[src/rtl/exc_trk_pkg.sv]
package exc_trk_pkg;

   // True when index a is strictly older than index b (pw bits, flag in MSB).
   function automatic logic ptr_older(input logic [31:0] a, input logic [31:0] b,
                                      input int unsigned pw);
      logic [31:0] msk;
      logic        flip;
      msk  = (32'd1 << (pw - 1)) - 32'd1;
      flip = a[pw-1] ^ b[pw-1];
      return flip ? ((a & msk) > (b & msk)) : ((a & msk) < (b & msk));
   endfunction

   // Candidate a beats b: older, or same index with smaller vector start.
   function automatic logic cand_better(input logic [31:0] ap, input logic [31:0] avs,
                                        input logic [31:0] bp, input logic [31:0] bvs,
                                        input int unsigned pw);
      return ptr_older(ap, bp, pw) || ((ap == bp) && (avs < bvs));
   endfunction

   // Candidate c is squashed by a redirect at r.
   function automatic logic squashed(input logic [31:0] c, input logic [31:0] r,
                                     input logic self_f, input int unsigned pw);
      return ptr_older(r, c, pw) || ((c == r) && self_f);
   endfunction

endpackage

[src/rtl/exc_select.sv]
module exc_select #(
   parameter int unsigned N       = 3,
   parameter int unsigned PW      = 9,
   parameter int unsigned EW      = 16,
   parameter int unsigned VW      = 8,
   parameter bit          ORDERED = 1'b0
) (
   input  logic [N-1:0]         c_v,
   input  logic [N-1:0][PW-1:0] c_ptr,
   input  logic [N-1:0][EW-1:0] c_exc,
   input  logic [N-1:0][VW-1:0] c_vs,
   output logic                 o_v,
   output logic [PW-1:0]        o_ptr,
   output logic [EW-1:0]        o_exc,
   output logic [VW-1:0]        o_vs
);

   logic          b_v;
   logic [PW-1:0] b_ptr;
   logic [EW-1:0] b_exc;
   logic [VW-1:0] b_vs;

   generate
      if (ORDERED) begin : g_prio
         // Ports are in program order: the lowest valid port wins.
         always_comb begin
            b_v   = 1'b0;
            b_ptr = '0;
            b_exc = '0;
            b_vs  = '0;
            for (int i = N - 1; i >= 0; i--) begin
               if (c_v[i]) begin
                  b_v   = 1'b1;
                  b_ptr = c_ptr[i];
                  b_exc = c_exc[i];
                  b_vs  = c_vs[i];
               end
            end
         end
      end else begin : g_age
         // Out-of-order ports: keep the strictly better candidate, ties stay low.
         always_comb begin
            b_v   = 1'b0;
            b_ptr = '0;
            b_exc = '0;
            b_vs  = '0;
            for (int i = 0; i < N; i++) begin
               if (c_v[i] && (!b_v || exc_trk_pkg::cand_better(32'(c_ptr[i]), 32'(c_vs[i]),
                                                               32'(b_ptr), 32'(b_vs), PW))) begin
                  b_v   = 1'b1;
                  b_ptr = c_ptr[i];
                  b_exc = c_exc[i];
                  b_vs  = c_vs[i];
               end
            end
         end
      end
   endgenerate

   assign o_v   = b_v;
   assign o_ptr = b_ptr;
   assign o_exc = b_exc;
   assign o_vs  = b_vs;

endmodule

[src/rtl/exc_stage_reg.sv]
module exc_stage_reg #(
   parameter int unsigned PW = 9,
   parameter int unsigned EW = 16,
   parameter int unsigned VW = 8
) (
   input  logic          clk,
   input  logic          rst_n,
   input  logic          in_v,
   input  logic [PW-1:0] in_ptr,
   input  logic [EW-1:0] in_exc,
   input  logic [VW-1:0] in_vs,
   input  logic          redir_valid,
   input  logic [PW-1:0] redir_ptr,
   input  logic          redir_self,
   output logic          out_v,
   output logic [PW-1:0] out_ptr,
   output logic [EW-1:0] out_exc,
   output logic [VW-1:0] out_vs
);

   logic kill_in;
   assign kill_in = redir_valid &&
                    exc_trk_pkg::squashed(32'(in_ptr), 32'(redir_ptr), redir_self, PW);

   always_ff @(posedge clk) begin
      if (!rst_n) begin
         out_v   <= 1'b0;
         out_ptr <= '0;
         out_exc <= '0;
         out_vs  <= '0;
      end else begin
         out_v   <= in_v && !kill_in;
         out_ptr <= in_ptr;
         out_exc <= in_exc;
         out_vs  <= in_vs;
      end
   end

   // A redirect leaves nothing younger than itself in this stage.
   assert_stage_redirect_R9: assert property (@(posedge clk) disable iff (!rst_n)
      redir_valid |=> (!out_v || !exc_trk_pkg::squashed(32'(out_ptr), 32'($past(redir_ptr)),
                                                         $past(redir_self), PW)));

endmodule

[src/rtl/oldest_exc_tracker.sv]
module oldest_exc_tracker #(
   parameter int unsigned IDX_W  = 8,
   parameter int unsigned EXC_W  = 16,
   parameter int unsigned VS_W   = 8,
   parameter int unsigned ENQ_N  = 6,
   parameter int unsigned WB_N   = 6,
   parameter int unsigned GRP_SZ = 3
) (
   input  logic                           clk,
   input  logic                           rst_n,
   input  logic [ENQ_N-1:0]               enq_valid,
   input  logic [ENQ_N-1:0][IDX_W:0]      enq_ptr,
   input  logic [ENQ_N-1:0][EXC_W-1:0]    enq_exc,
   input  logic [ENQ_N-1:0][VS_W-1:0]     enq_vstart,
   input  logic [WB_N-1:0]                wb_valid,
   input  logic [WB_N-1:0][IDX_W:0]       wb_ptr,
   input  logic [WB_N-1:0][EXC_W-1:0]     wb_exc,
   input  logic [WB_N-1:0][VS_W-1:0]      wb_vstart,
   input  logic                           redir_valid,
   input  logic [IDX_W:0]                 redir_ptr,
   input  logic                           redir_self,
   input  logic                           clear,
   output logic                           hold_valid,
   output logic [IDX_W:0]                 hold_ptr,
   output logic [EXC_W-1:0]               hold_exc,
   output logic [VS_W-1:0]                hold_vstart
);

   localparam int unsigned PW    = IDX_W + 1;
   localparam int unsigned NGRP  = WB_N / GRP_SZ;
   localparam int unsigned NCAND = NGRP + 1;

   generate
      if (WB_N % GRP_SZ != 0) begin : g_bad_group
         $error("WB_N must be a multiple of GRP_SZ");
      end
      if (PW > 32) begin : g_bad_width
         $error("IDX_W must be below 32");
      end
   endgenerate

   // First-stage results: one slot per writeback group plus the enqueue slot.
   logic [NCAND-1:0]            s1_v;
   logic [NCAND-1:0][PW-1:0]    s1_ptr;
   logic [NCAND-1:0][EXC_W-1:0] s1_exc;
   logic [NCAND-1:0][VS_W-1:0]  s1_vs;

   genvar g;
   generate
      for (g = 0; g < NGRP; g++) begin : g_grp
         logic             gv;
         logic [PW-1:0]    gp;
         logic [EXC_W-1:0] ge;
         logic [VS_W-1:0]  gs;

         exc_select #(.N(GRP_SZ), .PW(PW), .EW(EXC_W), .VW(VS_W), .ORDERED(1'b0)) u_pick (
            .c_v  (wb_valid [g*GRP_SZ +: GRP_SZ]),
            .c_ptr(wb_ptr   [g*GRP_SZ +: GRP_SZ]),
            .c_exc(wb_exc   [g*GRP_SZ +: GRP_SZ]),
            .c_vs (wb_vstart[g*GRP_SZ +: GRP_SZ]),
            .o_v(gv), .o_ptr(gp), .o_exc(ge), .o_vs(gs));

         exc_stage_reg #(.PW(PW), .EW(EXC_W), .VW(VS_W)) u_stage (
            .clk(clk), .rst_n(rst_n),
            .in_v(gv), .in_ptr(gp), .in_exc(ge), .in_vs(gs),
            .redir_valid(redir_valid), .redir_ptr(redir_ptr), .redir_self(redir_self),
            .out_v(s1_v[g]), .out_ptr(s1_ptr[g]), .out_exc(s1_exc[g]), .out_vs(s1_vs[g]));
      end
   endgenerate

   logic             eq_v;
   logic [PW-1:0]    eq_p;
   logic [EXC_W-1:0] eq_e;
   logic [VS_W-1:0]  eq_s;

   exc_select #(.N(ENQ_N), .PW(PW), .EW(EXC_W), .VW(VS_W), .ORDERED(1'b1)) u_enq_pick (
      .c_v(enq_valid), .c_ptr(enq_ptr), .c_exc(enq_exc), .c_vs(enq_vstart),
      .o_v(eq_v), .o_ptr(eq_p), .o_exc(eq_e), .o_vs(eq_s));

   exc_stage_reg #(.PW(PW), .EW(EXC_W), .VW(VS_W)) u_enq_stage (
      .clk(clk), .rst_n(rst_n),
      .in_v(eq_v), .in_ptr(eq_p), .in_exc(eq_e), .in_vs(eq_s),
      .redir_valid(redir_valid), .redir_ptr(redir_ptr), .redir_self(redir_self),
      .out_v(s1_v[NGRP]), .out_ptr(s1_ptr[NGRP]), .out_exc(s1_exc[NGRP]), .out_vs(s1_vs[NGRP]));

   // Second stage: drop squashed slots, then pick the oldest slot.
   logic [NCAND-1:0] s1_live;
   always_comb begin
      for (int i = 0; i < NCAND; i++) begin
         s1_live[i] = s1_v[i] && !(redir_valid &&
                      exc_trk_pkg::squashed(32'(s1_ptr[i]), 32'(redir_ptr), redir_self, PW));
      end
   end

   logic             win_v;
   logic [PW-1:0]    win_ptr;
   logic [EXC_W-1:0] win_exc;
   logic [VS_W-1:0]  win_vs;

   exc_select #(.N(NCAND), .PW(PW), .EW(EXC_W), .VW(VS_W), .ORDERED(1'b0)) u_final_pick (
      .c_v(s1_live), .c_ptr(s1_ptr), .c_exc(s1_exc), .c_vs(s1_vs),
      .o_v(win_v), .o_ptr(win_ptr), .o_exc(win_exc), .o_vs(win_vs));

   // Held record merge.
   logic hold_keep, take_win;
   assign hold_keep = hold_valid && !clear &&
                      !(redir_valid && exc_trk_pkg::squashed(32'(hold_ptr), 32'(redir_ptr),
                                                             redir_self, PW));
   assign take_win  = win_v && (!hold_keep ||
                      exc_trk_pkg::cand_better(32'(win_ptr), 32'(win_vs),
                                               32'(hold_ptr), 32'(hold_vstart), PW));

   always_ff @(posedge clk) begin
      if (!rst_n) begin
         hold_valid  <= 1'b0;
         hold_ptr    <= '0;
         hold_exc    <= '0;
         hold_vstart <= '0;
      end else if (take_win) begin
         hold_valid  <= 1'b1;
         hold_ptr    <= win_ptr;
         hold_exc    <= win_exc;
         hold_vstart <= win_vs;
      end else begin
         hold_valid  <= hold_keep;
      end
   end

   // Held record never turns younger while nothing removes it.
   assert_never_younger_R5: assert property (@(posedge clk) disable iff (!rst_n)
      (hold_valid && !clear && !redir_valid) |=>
      (hold_valid && !exc_trk_pkg::ptr_older(32'($past(hold_ptr)), 32'(hold_ptr), PW)));

   // Same index keeps a non-increasing vector start.
   assert_tie_vstart_R6: assert property (@(posedge clk) disable iff (!rst_n)
      (hold_valid && !clear && !redir_valid) |=>
      ((hold_ptr != $past(hold_ptr)) || (hold_vstart <= $past(hold_vstart))));

   // Clear with no second-stage winner leaves the record empty.
   assert_clear_empties_R7: assert property (@(posedge clk) disable iff (!rst_n)
      (clear && !win_v) |=> !hold_valid);

   // After a redirect, the record is not squashed by it.
   assert_redirect_held_R8: assert property (@(posedge clk) disable iff (!rst_n)
      redir_valid |=> (!hold_valid || !exc_trk_pkg::squashed(32'(hold_ptr),
                       32'($past(redir_ptr)), $past(redir_self), PW)));

   // Empty record and empty pipeline stay empty for one more edge.
   assert_no_early_fill_R4: assert property (@(posedge clk) disable iff (!rst_n)
      (!hold_valid && !win_v) |=> !hold_valid);

endmodule

[config.mk]
export PLATFORM = sky130hd
export DESIGN_NAME = oldest_exc_tracker
export DESIGN_NICKNAME = d
export VERILOG_FILES = /design/src/rtl/exc_trk_pkg.sv /design/src/rtl/exc_select.sv /design/src/rtl/exc_stage_reg.sv /design/src/rtl/oldest_exc_tracker.sv
export SDC_FILE = /design/constraint.sdc
export NUM_CORES = 1
export LEC_CHECK = 0
export ABC_AREA = 1
export ABC_CLOCK_PERIOD_IN_PS = 8500
export BUFFER_PORTS_ARGS = -buffer_cell sky130_fd_sc_hd__buf_2
export CAP_MARGIN = 5
export CORE_AREA = 2 2 175 177
export CTS_CLUSTER_SIZE = 12
export DETAILED_ROUTE_END_ITERATION = 10
export DIE_AREA = 0 0 177 179
export HOLD_SLACK_MARGIN = 0.02
export MAX_ROUTING_LAYER = met4
export PLACE_DENSITY_LB_ADDON = 0.15
export SYNTH_ARGS = -nofsm -noshare
export SYNTH_HDL_FRONTEND = slang
export SYNTH_SLANG_ARGS = --single-unit
[constraint.sdc]
create_clock -name clk -period 8.5 [get_ports clk]
set_input_delay 2.55 -clock clk [delete_from_list [all_inputs] [get_ports clk]]
set_output_delay 2.55 -clock clk [all_outputs]
set_load 0.02 [all_outputs]
After elaboration in Yosys (flattened, before gate mapping):

Cells that the tools add are included.

* register bits after elaboration: 136
* output and inout port bits: 34
* logic and storage cells: 226
* bits of input ports: 422

* reductions and logical operators: 72
* order comparisons: 35
* equal/unequal tests: 14
* muxes and demuxes: 75
* bitwise operators: 14

Operators by type and width (number)
* $mux W16: 15
* $lt A8 B8 Y1: 21
* $mux W9: 15
* $eq A9 B9 Y1: 14
* $mux W8: 15
* $gt A8 B8 Y1: 14
* $logic_and A1 B1 Y1: 36
* $mux W1: 30
* $logic_or A1 B1 Y1: 21
* $logic_not A1 Y1: 15
* $xor A1 B1 Y1: 14

Longest topological paths before layout:

* depth in word-level cells: 25
* depth in mapped cells: 64
* gate-level depth less buffers: 58

Cells and area by module:

From an unflattened synthesis, not the netlist that was laid out.

* cells, all modules: 2496
* area, all modules: 14555.2 um2

By module, submodules not included
* exc_select at g_grp[0].u_pick ...: area an instance 1993.2 um2, instances 2, sequential area each 0.0 um2, cells each 400
* exc_stage_reg: area an instance 1219.9 um2, instances 3, sequential area each 680.7 um2, cells each 152
* oldest_exc_tracker: area an instance 2969.1 um2, instances 1, sequential area each 680.7 um2, cells each 440
* exc_select at u_final_pick: area an instance 1984.4 um2, instances 1, sequential area each 0.0 um2, cells each 393
* exc_select at u_enq_pick: area an instance 1955.6 um2, instances 1, sequential area each 0.0 um2, cells each 407

Worst setup path before layout:

No wires, ideal clock.

* path type: input to register
* start: in redir_ptr[7]
* end: reg hold_exc[10]
* slack: -624 ps
* stages on the path: 55
* required time: 8386 ps
* arrival: 9010 ps
* cells stage by stage: ha_1 > a21o_1 > nor2_1 > nand2_1 > nand2_1 > nand2_1 > nand2_2 > nand2_4 > inv_1 > clkbuf_1 > nand2_1 > ha_1 > a21oi_1 > o21a_1 > o221ai_1 > o31a_1 > nand3_1 > nand2_1 > [19 not listed] > clkinv_1 > clkbuf_1 > o21ai_0 > ha_1 > a21oi_1 > o21ai_0 > nand2_1 > o211ai_1 > and2_1 > nand2_1 > o21ai_0 > inv_1 > nand3_2 > nand2_4 > buf_6 > nand2_1 > nand2_1 > nor2_2

* cells in the longest elaborated chain, start to end: 24
* elaborated cells on any way between the ends: 81
* classes of those cells: order compare (17); eq/ne (7); mux (19); bitwise (3); reduce/logical (35)

RTL lines
* from (decl): line oldest_exc_tracker.sv:20 `input logic [IDX_W:0] redir_ptr,`
* $lt A8 B8 Y1, or another cell as far along: line exc_trk_pkg.sv:10 `return flip ? ((a & msk) > (b & msk)) : ((a & msk) < (b & msk));`
* $mux W1 / $logic_and A1 B1 Y1 (equally long branches): line exc_trk_pkg.sv:10, exc_trk_pkg.sv:23
* $logic_or A1 B1 Y1: line exc_trk_pkg.sv:23 `return ptr_older(r, c, pw) || ((c == r) && self_f);`
* $logic_and A1 B1 Y1: line oldest_exc_tracker.sv:90 `s1_live[i] = s1_v[i] && !(redir_valid &&`
* $logic_not A1 Y1: line oldest_exc_tracker.sv:90
* $logic_and A1 B1 Y1: line oldest_exc_tracker.sv:90
* $mux W9 / $mux W8 (equally long branches): line exc_select.sv:48 `if (c_v[i] && (!b_v || exc_trk_pkg::cand_better(32'(c_ptr[i]), 32'(c_vs[i]),`
* $lt A8 B8 Y1, or another cell as far along: line exc_trk_pkg.sv:10
* [9 not listed]
* $logic_and A1 B1 Y1: line exc_select.sv:48
* $mux W9 (*): line exc_select.sv:48
* net u_final_pick.o_ptr[1]: line exc_select.sv:13 `output logic [PW-1:0] o_ptr,`
* $lt A8 B8 Y1, or another cell as far along: line exc_trk_pkg.sv:10
* $mux W1 / $logic_and A1 B1 Y1 (equally long branches): line exc_trk_pkg.sv:10, exc_trk_pkg.sv:17
* $logic_or A1 B1 Y1 (*): line exc_trk_pkg.sv:17 `return ptr_older(ap, bp, pw) || ((ap == bp) && (avs < bvs));`
* $logic_or A1 B1 Y1 (*): line oldest_exc_tracker.sv:109 `assign take_win = win_v && (!hold_keep ||`
* $logic_and A1 B1 Y1 (*): line oldest_exc_tracker.sv:109
* to (signal assigned): line oldest_exc_tracker.sv:122 `hold_exc <= win_exc;`
* to (decl): line oldest_exc_tracker.sv:25 `output logic [EXC_W-1:0] hold_exc,`

The timed path passes the listed nets; every way through them passes the cells marked *.
A chain may end at the register's enable or synchronous reset.

Worst setup path after layout:

* start: in redir_ptr[3]
* end: reg hold_exc[9]

The elaborated chain is that of the path after synthesis.

==> results.toml <==
[die]
start_util = 0.4010
ios = 456
fp.dieH_um = 179
row_count = 64
die_area_um2 = 31680
dieWidth_um = 177
core_area_um2 = 30030

[critical_path]
cp_common_cell = "nand2_1"
required_ps = 8820
critPathTopFamily = "simple AND/OR/NAND/NOR gates"
critPathKind = "input port to flip-flop"
max_stage_delay_ps = 270
start_kind = "input port"
cp_max_fo = 8
cpMaxStageDelayCell = "ha_4"
crit_buf_inv = 8
critPathArrivalTime_ps = 8420
end_kind = "flip-flop"

[cells_and_area]
num-fill-cells = 3073
final_area_um2 = 16090
nets = 2866
final_cell_mix = "buf_2, nand2_1, nor2_1"
final_cell_count_no_fill = 2686
layout_commonest_cell = "buf_2"
drive_gt1_frac = 0.2927
area_delta_synth_final_pct = 33.60

[clock_network]
htreeDepth = 4
cts-root-buf = "clkbuf_16"
ctsHoldBuffers = 0
numCtsBuffers = 17
tritoncts = "done"
cts.sinks = 136
path_clk_slew_ps = 70
insertion_delay_ps = 430
clockBufferDepth = 2

[global_route]
grt_max_degree = 61
grt_first_pass_wirelength_mm = 68.62
antenna_found_initial = 4
grt_pass1_vias = 13055
grtUsageTotal = 0.2859
grt-ovfl-total = 0

[pwr]
seq_power_share = 0.267
total_leakage_power_nw = 8.025
swShare = 0.4234
power_switching_mw = 1.307
power_mw = 3.087
cellPowerDensity_nw_per_um2 = 191.8
combPwrFrac = 0.501
ir_drop_mv = 0.1667
internal_power_mw = 1.780
p_clk_frac = 0.232

[synthesis]
syn-num-nets = 2410
synth_top_area_share = 0.2261
async_reset_ff_frac = 0
synth_edf_count = 0
syn-cell-area_um2 = 12040
synth_cell_type_count = 53
ys_seq_area_frac = 0.2261
ys_top_cells_by_area = "dfxtp_1, ha_1, nand2_1"
ys_seq_elements = 136
synth_area_per_cell_um2 = 6.628
yosys_warnings = 0
synth_flop_cell = "dfxtp_1"
synthCells = 1817
synth_area_leader_cell = "dfxtp_1"

[placed_design]
portBuffers = 455
dp_hpwl_mm = 38.13
placed_cell_area_um2 = 14950
place_congestion = 0.9305
placed_cells = 2637

[sta]
fin_crit_ps = 8096
fmax_ghz = 0.1235
relSlewSlack = 0.2498
finalCritPeriodShare = 0.9525
finClkSkew_ps = 10.90
setup_viol = 0
final_max_slew_viol_count = 0
tightest_slew_ps = 1121
hold_viol_final = 0

[worst_hold_path]
hold_class = "flip-flop to flip-flop"

[routing]
final_antenna_net_count = 0
drc = 0
wl_per_cell_um = 17.57
vias_per_cell = 5.323
drt_pass1_iterations = 5
wirelength_mm = 47.18
detail_route.iter0.violations = 708
vias = 14298

[outcome]
status = "finished, final reports clean"

[run]
max_cap_violations = 0
## registers in the layout, summed over array words and instances (netlist names)
signal                 flops
g_grp.u_stage.out_v        2
hold_vstart                8
hold_valid                 1
hold_exc                  16
g_grp.u_stage.out_ptr     18
u_enq_stage.out_vs         8
u_enq_stage.out_exc       16
u_enq_stage.out_ptr        9
g_grp.u_stage.out_exc     32
g_grp.u_stage.out_vs      16
u_enq_stage.out_v          1
hold_ptr                   9
## cells in the mapped netlist (all sizes together), types with 15 or more instances
cell type and count:
a21oi 129, inv 147, nand2 423, nor2 198, a31oi 22, o21ai 146, ha 171, a22oi 16
a311oi 27, nand3 159, nand4 15, o211ai 32, dfxtp 136, buf 25, clkbuf 79
## routing by layer
metal  vias to the layer above  share of wire  global-route usage
met4                         0          0.023             0.09401
li1                       7168              -                   -
met5                         -              0                   -
met2                       511           0.50              0.4943
met1                      6556           0.42              0.3418
met3                        63          0.060             0.04029
## cell type report
class / count / area, µm² / area share
inverter: 149 / 574.3 / 0.03569
clock inverter: 14 / 132.6 / 0.008243
multi-input combinational: 1429 / 8681 / 0.5395
tap: 396 / 495.5 / 0.03080
timing repair inverter: 1 / 8.758 / 0.0005444
timing repair buffer: 539 / 3025 / 0.1880
antenna: 4 / 10.01 / 0.0006221
clock buffer: 18 / 439.2 / 0.02730
sequential: 136 / 2723 / 0.1692
## per-stage QoR
stage / setup TNS [ps] / setup slack (ps) / utilization / hold slack (ps)
after global routing: -2191 / -101.1 / 0.5357 / 549.4
after global placement: -5824 / -218.6 / 0.4980 / 497.8
final: 0 / 403.9 / 0.5358 / 516.3
after CTS: 0 / 18.88 / 0.5170 / 514.2
after detailed placement: -12600 / -424.1 / 0.4980 / 502.9
after floorplan: 0 / 2.578 / - / 579.9
## cells by family after synthesis
logic type      after synthesis  share of synthesized area
xor+xnor                     10                   0.007896
fa+ha+maj                   171                     0.1777
buf+inv                     254                    0.08613
flops                       136                     0.2261
simple gates                812                     0.2837
compound gates              434                     0.2185
## worst min-delay path: stages, from the launching register on
cell and delay, ps:
dfxtp_1 310, inv_1 50, nand2_1 40, nand2_1 50, nor2_1 30
## repair_timing
action,4_1_cts,5_1_grt
setup buffers,0,5
resized for setup,0,88
endpoints found under the setup margin,0,33
## power by group through the flow
| stage | logic [mW] | clock network [mW] | registers [mW] |
|---|---|---|---|
| 5_1_grt | 1.73 | 0.754 | 0.833 |
| 4_1_cts | 1.38 | 0.727 | 0.821 |
| 2_1_floorplan | 0.872 | 0 | 0.865 |
| 3_5_place_dp | 1.37 | 0 | 0.834 |
| 3_3_place_gp | 1.34 | 0 | 0.835 |
| 6_report | 1.55 | 0.717 | 0.823 |
## worst paths after layout
path | startpoint | to | slack, ps | cells past startpoint
setup / recovery | redir_ptr[3] | hold_exc[9] | 400 | 53
setup reg to reg | g_grp[0].u_stage.out_ptr[5] | hold_exc[9] | 2160 | 53
hold / removal | hold_exc[0] | hold_exc[0] | 520 | 4
hold reg to reg | hold_exc[0] | hold_exc[0] | 520 | 4
Power figures use the tool's default switching activity.
